==> src/rtl/colTreePkg.sv <==
package colTreePkg;
  localparam int NUM_SLICES = 8;
  localparam int IN_BITS    = 16;
  localparam int SUM_W      = 12;

  // strobes from the configuration control to the datapath
  typedef struct packed {
    logic [NUM_SLICES-1:0] sliceEn;
  } ctrlStrobes_t;
endpackage

==> src/rtl/popCounter.sv <==
module popCounter #(
  parameter int IN_W  = 15,
  parameter int OUT_W = 4
) (
  input  logic [IN_W-1:0]  bitsIn,
  output logic [OUT_W-1:0] count
);
  always_comb begin
    count = '0;
    for (int k = 0; k < IN_W; k++) count = count + OUT_W'(bitsIn[k]);
  end
endmodule

==> src/rtl/cfgShift.sv <==
module cfgShift
  import colTreePkg::*;
#(
  parameter int NSL = NUM_SLICES
) (
  input  logic         clk,
  input  logic         rstN,
  input  logic         cfgLoad,
  input  logic         cfgIn,
  output ctrlStrobes_t ctrl
);
  logic [NSL-1:0] mask;

  always_ff @(posedge clk or negedge rstN) begin
    if (!rstN)        mask <= '1;
    else if (cfgLoad) mask <= {cfgIn, mask[NSL-1:1]};
  end

  assign ctrl.sliceEn = mask;
endmodule

==> src/rtl/colArray.sv <==
module colArray
  import colTreePkg::*;
#(
  parameter int NSL = NUM_SLICES,
  parameter int INB = IN_BITS,
  parameter int SW  = SUM_W
) (
  input  ctrlStrobes_t       ctrl,
  input  logic [NSL*INB-1:0] colBits,
  output logic [SW-1:0]      sum
);
  localparam int CB   = INB - 1;          // counted bits per column
  localparam int COLS = SW;               // slices plus extension columns
  localparam int L1W  = $clog2(CB + 1);   // 15:4 output width

  logic [NSL*INB-1:0] gated;
  logic [L1W-1:0] s1 [COLS];
  logic [2:0]     s2 [COLS];
  logic [1:0]     s3 [COLS];
  logic [SW-1:0]  addA, addB;
  logic           carryIn;

  generate
    for (genvar i = 0; i < NSL; i++) begin : gGate
      assign gated[i*INB +: INB] = ctrl.sliceEn[i] ? colBits[i*INB +: INB] : '0;
    end

    for (genvar j = 0; j < COLS; j++) begin : gCol
      logic [CB-1:0] colIn;
      logic [3:0]    in43;
      logic [2:0]    in32;

      if (j < NSL) begin : gPrim
        assign colIn = gated[j*INB +: CB];
      end else begin : gExt
        assign colIn = '0;
      end

      popCounter #(.IN_W(CB), .OUT_W(L1W)) u15 (.bitsIn(colIn), .count(s1[j]));

      assign in43[0] = s1[j][0];
      for (genvar k = 1; k < 4; k++) begin : gIn43
        if (j >= k) begin : gW
          assign in43[k] = s1[j-k][k];
        end else begin : gZ
          assign in43[k] = 1'b0;
        end
      end
      popCounter #(.IN_W(4), .OUT_W(3)) u43 (.bitsIn(in43), .count(s2[j]));

      assign in32[0] = s2[j][0];
      for (genvar k = 1; k < 3; k++) begin : gIn32
        if (j >= k) begin : gW
          assign in32[k] = s2[j-k][k];
        end else begin : gZ
          assign in32[k] = 1'b0;
        end
      end
      popCounter #(.IN_W(3), .OUT_W(2)) u32 (.bitsIn(in32), .count(s3[j]));

      assign addA[j] = s3[j][0];
      if (j >= 1) begin : gB
        assign addB[j] = s3[j-1][1];
      end else begin : gB0
        assign addB[j] = 1'b0;
      end
    end
  endgenerate

  assign carryIn = gated[INB-1];
  assign sum     = addA + addB + SW'(carryIn);
endmodule

==> src/rtl/colTreeTop.sv <==
module colTreeTop
  import colTreePkg::*;
(
  input  logic                         clk,
  input  logic                         rstN,
  input  logic                         cfgLoad,
  input  logic                         cfgIn,
  input  logic [NUM_SLICES*IN_BITS-1:0] colBits,
  output logic [SUM_W-1:0]             sum
);
  ctrlStrobes_t ctrl;

  cfgShift #(.NSL(NUM_SLICES)) u_cfg (
    .clk(clk), .rstN(rstN), .cfgLoad(cfgLoad), .cfgIn(cfgIn), .ctrl(ctrl)
  );

  colArray #(.NSL(NUM_SLICES), .INB(IN_BITS), .SW(SUM_W)) u_arr (
    .ctrl(ctrl), .colBits(colBits), .sum(sum)
  );
endmodule

==> config.mk <==
export PLATFORM = sky130hd
export DESIGN_NAME = colTreeTop
export DESIGN_NICKNAME = d
export VERILOG_FILES = /design/src/rtl/colTreePkg.sv /design/src/rtl/popCounter.sv /design/src/rtl/cfgShift.sv /design/src/rtl/colArray.sv /design/src/rtl/colTreeTop.sv
export SDC_FILE = /design/constraint.sdc
export NUM_CORES = 1
export LEC_CHECK = 0
export BUFFER_PORTS_ARGS = -buffer_cell sky130_fd_sc_hd__buf_4
export CORE_ASPECT_RATIO = 1.4
export CORE_MARGIN = 8
export CORE_UTILIZATION = 45
export CTS_BUF_LIST = sky130_fd_sc_hd__clkbuf_4
export DETAILED_ROUTE_END_ITERATION = 12
export PLACE_DENSITY_LB_ADDON = 0.25
export SKIP_LAST_GASP = 1
export SLEW_MARGIN = 40
export SYNTH_ARGS = -nofsm -noshare
export SYNTH_HDL_FRONTEND = slang
export SYNTH_HIERARCHICAL = 1
export SYNTH_SLANG_ARGS = --single-unit
==> constraint.sdc <==
create_clock -name clk -period 12.93 [get_ports clk]
set_clock_uncertainty 0.1 [all_clocks]
set_input_delay 0.6465 -clock clk [delete_from_list [all_inputs] [get_ports clk]]
set_output_delay 0.6465 -clock clk [all_outputs]
set_load 0.03 [all_outputs]
After elaboration in Yosys (flattened, before gate mapping)
Cells that the tools add are included.
Operators by class
  $add $sub $neg: 152
  muxes and demuxes: 8
Operator list (number)
  adder 4 x 1 -> 4 bit: 88
  2-to-1 mux 15 bit: 7
  adder 1 x 1 -> 2 bit: 26
  adder 2 x 1 -> 3 bit: 15
  adder 3 x 1 -> 4 bit: 8
  2-to-1 mux 16 bit: 1
  adder 3 x 1 -> 3 bit: 5
  adder 2 x 1 -> 2 bit: 7
  adder 11 x 12 -> 12 bit: 1
  adder 12 x 1 -> 12 bit: 1
  adder 2 x 1 -> 2 bit (second input constant): 1
Storage, ports and cells
  flip-flop bits (word level): 8
  input port bits: 132
  output and inout bits: 12
  word-level logic and storage cells: 161

Logic depth before layout (Yosys ltp)
  word-level depth: 22
  mapped depth: 23
  mapped depth without buffers: 22

Cells and area by module
The synthesis kept the hierarchy.
By module, submodules not included
  popCounter at u_arr.gCol[0].u15 ...: instances 10, cells an instance 36, area each 325.3 um^2, sequential area each 0.0 um^2
  colArray: instances 1, cells an instance 191, area each 1312.5 um^2, sequential area each 0.0 um^2
  popCounter at u_arr.gCol[0].u43 ...: instances 12, cells an instance 8, area each 63.8 um^2, sequential area each 0.0 um^2
  popCounter at u_arr.gCol[1].u15 ...: instances 2, cells an instance 36, area each 322.8 um^2, sequential area each 0.0 um^2
  cfgShift: instances 1, cells an instance 17, area each 341.6 um^2, sequential area each 210.2 um^2
  popCounter at u_arr.gCol[0].u32 ...: instances 12, cells an instance 1, area each 20.0 um^2, sequential area each 0.0 um^2

Worst setup path before layout
Ideal clock, no wire load.
  path kind: input port to output port
  start point: input colBits[69]
  end point: output sum[10]
  arrival time: 6.750 ns
  path slack: 5.433 ns
  stages: 21
  path buffers: 0
  cells stage by stage: and2_1 fa_1 inv_1 fa_1 fa_1 fa_1 fa_1 fa_1 inv_1 inv_1 fa_1 inv_1 ha_1 ha_1 fa_1 ha_1 and4_1 a32o_1 a2111o_1 a21oi_2 xnor2_1
Between the ends
  longest elaborated chain between the ends: 18
  elaborated cells on any way between the ends: 33
  classes of those cells: add/sub (32); mux (1)
Ends and longest elaborated chain
  start: declaration: line colTreeTop.sv:8  | input logic [NUM_SLICES*IN_BITS-1:0] colBits,
  2-to-1 mux 15 bit: line colArray.sv:25  | assign gated[i*INB +: INB] = ctrl.sliceEn[i] ? colBits[i*INB +: INB] : '0;
  adder 4 x 1 -> 4 bit (10 in series): line popCounter.sv:10  | for (int k = 0; k < IN_W; k++) count = count + OUT_W'(bitsIn[k]);
  net u_arr.gCol[5].in43[1]: line colArray.sv:30  | logic [3:0] in43;
  adder 1 x 1 -> 2 bit: line popCounter.sv:10
  adder 2 x 1 -> 3 bit: line popCounter.sv:10
  adder 3 x 1 -> 3 bit: line popCounter.sv:10
  net u_arr.gCol[6].in32[1]: line colArray.sv:31  | logic [2:0] in32;
  adder 1 x 1 -> 2 bit: line popCounter.sv:10
  adder 2 x 1 -> 2 bit: line popCounter.sv:10
  net u_arr.addA[6]: line colArray.sv:20  | logic [SW-1:0] addA, addB;
  adder 11 x 12 -> 12 bit: line colArray.sv:71  | assign sum = addA + addB + SW'(carryIn);
  adder 12 x 1 -> 12 bit: line colArray.sv:71
  end: declaration: line colTreeTop.sv:9  | output logic [SUM_W-1:0] sum
The timed path passes the listed nets, and every way through them passes these cells.

Final worst setup path
  start point: register u_cfg.mask[5] (netlist: u_cfg/ctrl[5])
  end point: output sum[10]
Between the ends
  longest elaborated chain between the ends: 22
  elaborated cells on any way between the ends: 37
  classes of those cells: add/sub (36); mux (1)
Ends and longest elaborated chain
  start: declaration: line cfgShift.sv:12  | logic [NSL-1:0] mask;
  start signal: assignment: line cfgShift.sv:16  | else if (cfgLoad) mask <= {cfgIn, mask[NSL-1:1]};
  2-to-1 mux 15 bit: line colArray.sv:25
  net u_arr.gCol[5].colIn[0]: line colArray.sv:29  | logic [CB-1:0] colIn;
  adder 1 x 1 -> 2 bit: line popCounter.sv:10
  adder 2 x 1 -> 3 bit: line popCounter.sv:10
  adder 3 x 1 -> 4 bit: line popCounter.sv:10
  adder 4 x 1 -> 4 bit (11 in series): line popCounter.sv:10
  net u_arr.gCol[6].in43[1]: line colArray.sv:30
  adder 1 x 1 -> 2 bit: line popCounter.sv:10
  adder 2 x 1 -> 3 bit: line popCounter.sv:10
  adder 3 x 1 -> 3 bit: line popCounter.sv:10
  net u_arr.gCol[7].in32[1]: line colArray.sv:31
  adder 1 x 1 -> 2 bit: line popCounter.sv:10
  adder 2 x 1 -> 2 bit: line popCounter.sv:10
  net u_arr.addA[7]: line colArray.sv:20
  adder 11 x 12 -> 12 bit: line colArray.sv:71
  adder 12 x 1 -> 12 bit: line colArray.sv:71
The timed path passes the listed nets, and every way through them passes these cells.

==> summary.md <==
| Metric | Value |
|---|---|
| Status | `completed` |
| Initial Utilization | `45.8%` |
| Clk_lat worst skew | `0.25 ns` |
| Die span in y | `156 um` |
| Yosys Warn Count | `6` |
| Residual DRC | `0` |
| Final period util | `62.5%` |
| Vias in the first global route | `5050` |
| CTS Sinks | `8` |
| First-pass GRT wire length | `20200 um` |
| Wire length on met3 | `452 um` |
| CP top delay family | `adder cells` |
| Critical path launch point type | `register` |
| Hold-fix buffers at CTS | `0` |
| Ports | `144` |
| Wire per inst | `10.2 um` |
| # rows | `51` |
| CP max-delay cell | `dfstp_2` |
| Cell depth of the worst setup path | `22` |
| Post-CTS Resized | `0` |
| Clock slew seen by the registers of the worst setup and hold paths | `0.06 ns` |
| Setup violators final | `0` |
| Crit path top cell by count | `fa_1` |
| DRT antenna net count | `0` |
| H-tree Lvls | `1` |
| Inserted Clock Buffers | `3` |
| Nets | `1242` |
| Max frequency | `124 MHz` |
| Max reg flops | `8` |
| Die width | `116 um` |
| Critical Path, Cell by Cell | `and2_1 -> inv_1 -> fa_1 -> fa_1 -> fa_1 -> fa_1 -> fa_1 -> fa_1 -> inv_1 -> inv_1 -> fa_1 -> inv_1 -> ha_1 -> ha_1 -> fa_1 -> ha_1 -> and2_4 -> a32o_1 -> a2111o_1 -> a21oi_2 -> xnor2_1 -> buf_4` |
| Synth Cell Area | `6310 um^2` |
| Placed wire-length estimate | `10700 um` |
| Placed insts | `1095` |
| GP Congestion | `0.769` |
| Slowest Stage Delay on Critical Path | `0.67 ns` |
| Average cell area after synthesis | `8.82 um^2` |
| Mean number of vias per cell | `4.11` |
| Global route overflow | `0` |
| DRT iter0 DRCs | `58` |
| Port bufs | `136` |
| Min Tclk post-route | `8.08 ns` |
| Post-Syn Instances | `715` |
| Final hold violations | `0` |
| CP max FO | `17` |
| Util after Layout | `56.6%` |
| DR top layer | `met4` |
| Met2 Wirelength | `6980 um` |
| Crit path buf inv count | `5` |
| # fillers | `1355` |
| RSZ-0062 raised after global routing | `no` |
| Number of detailed-route iterations in the first pass | `4` |
| Post CTS Setup Buffer Count | `0` |
| Depth of the worst register-to-register path | `1` |
| Worst-case clock buffer depth | `2` |
| Largest net degree at the start of global routing | `18` |
| Final Max Slew Viols | `0` |
| Fin cells | `1099` |
| Worst EP required | `12.18 ns` |
| HP Class | `in2async` |
| Worst Setup End Kind | `primary output` |
| Core area | `13800 um^2` |
| Setup TNS | `0 ns` |
| Max Cap Viol | `0` |
| Setup CP Type | `reg2out` |
| WP data arrival | `7.34 ns` |
| Synth-to-layout area growth | `23.6%` |
| WL met1 | `3630 um` |
| Final wirelength | `11200 um` |
| Antenna violations before repair | `1` |
| Die Area | `18100 um^2` |
| Via count | `4514` |
| GRT Overall Usage | `13.6%` |
| Root Buffer | `clkbuf_4` |
| Ratio of cells with drive above 1 in the final layout | `17.6%` |
| CTS tree | `done` |
## cells in the final DEF (no fill, tap or decap), types with 2 or more instances in the layout
cell type,instances
nor2_1,5
inv_1,291
mux2_4,8
dfstp_2,8
o21a_1,3
a21oi_1,15
xor2_1,3
o21ai_1,2
nand3b_1,7
nor2b_1,2
o21ai_0,2
fa_1,142
clkbuf_4,3
and2_1,122
a21oi_2,2
xnor2_1,17
buf_4,136
conb_1,69
ha_1,53
nand2_1,10
## cell type report
cell class / count / area [um^2] / share of cell area (%)
Tap cell: 185 / 231 / 2.97
Timing Repair Buffer: 136 / 1020 / 13.1
Inverter: 291 / 1090 / 14.0
Clock buffer: 3 / 22.5 / 0.289
Sequential cell: 8 / 210 / 2.69
Antenna cell: 1 / 2.50 / 0.0321
Multi-Input combinational cell: 475 / 5220 / 66.9
## worst paths after layout
kind / from / to / slack [ns]
min reg2reg: u_cfg/ctrl[3]$_DFFE_PN1P_ / u_cfg/ctrl[2]$_DFFE_PN1P_ / 0.60
max: u_cfg/ctrl[5]$_DFFE_PN1P_ / sum[10] / 4.85
max reg2reg: u_cfg/ctrl[5]$_DFFE_PN1P_ / u_cfg/ctrl[4]$_DFFE_PN1P_ / 11.91
min: rstN / u_cfg/ctrl[5]$_DFFE_PN1P_ / 0.29
min in group clk: cfgIn / u_cfg/ctrl[7]$_DFFE_PN1P_ / 0.53
max in group asynchronous: rstN / u_cfg/ctrl[0]$_DFFE_PN1P_ / 12.41
## routing by layer
layer	global-route usage, %	up-vias
met2	29.0	65
met1	13.1	2166
met5	0	-
met3	1.36	6
li1	-	2277
met4	2.23	0
## metrics by stage
stage	hold slack (ns)	cell area [um^2]	setup WS (ns)
after floorplan	0.399	6560	5.43
after global placement	0.554	7770	5.06
after detailed placement	0.561	7770	5.04
after CTS	0.282	7800	4.76
after global routing	0.288	7800	4.54
final	0.286	7800	4.85
Power is left out: the tool's default activity adds up to more than one toggle a clock period on the data nets, which glitch-free logic cannot reach.
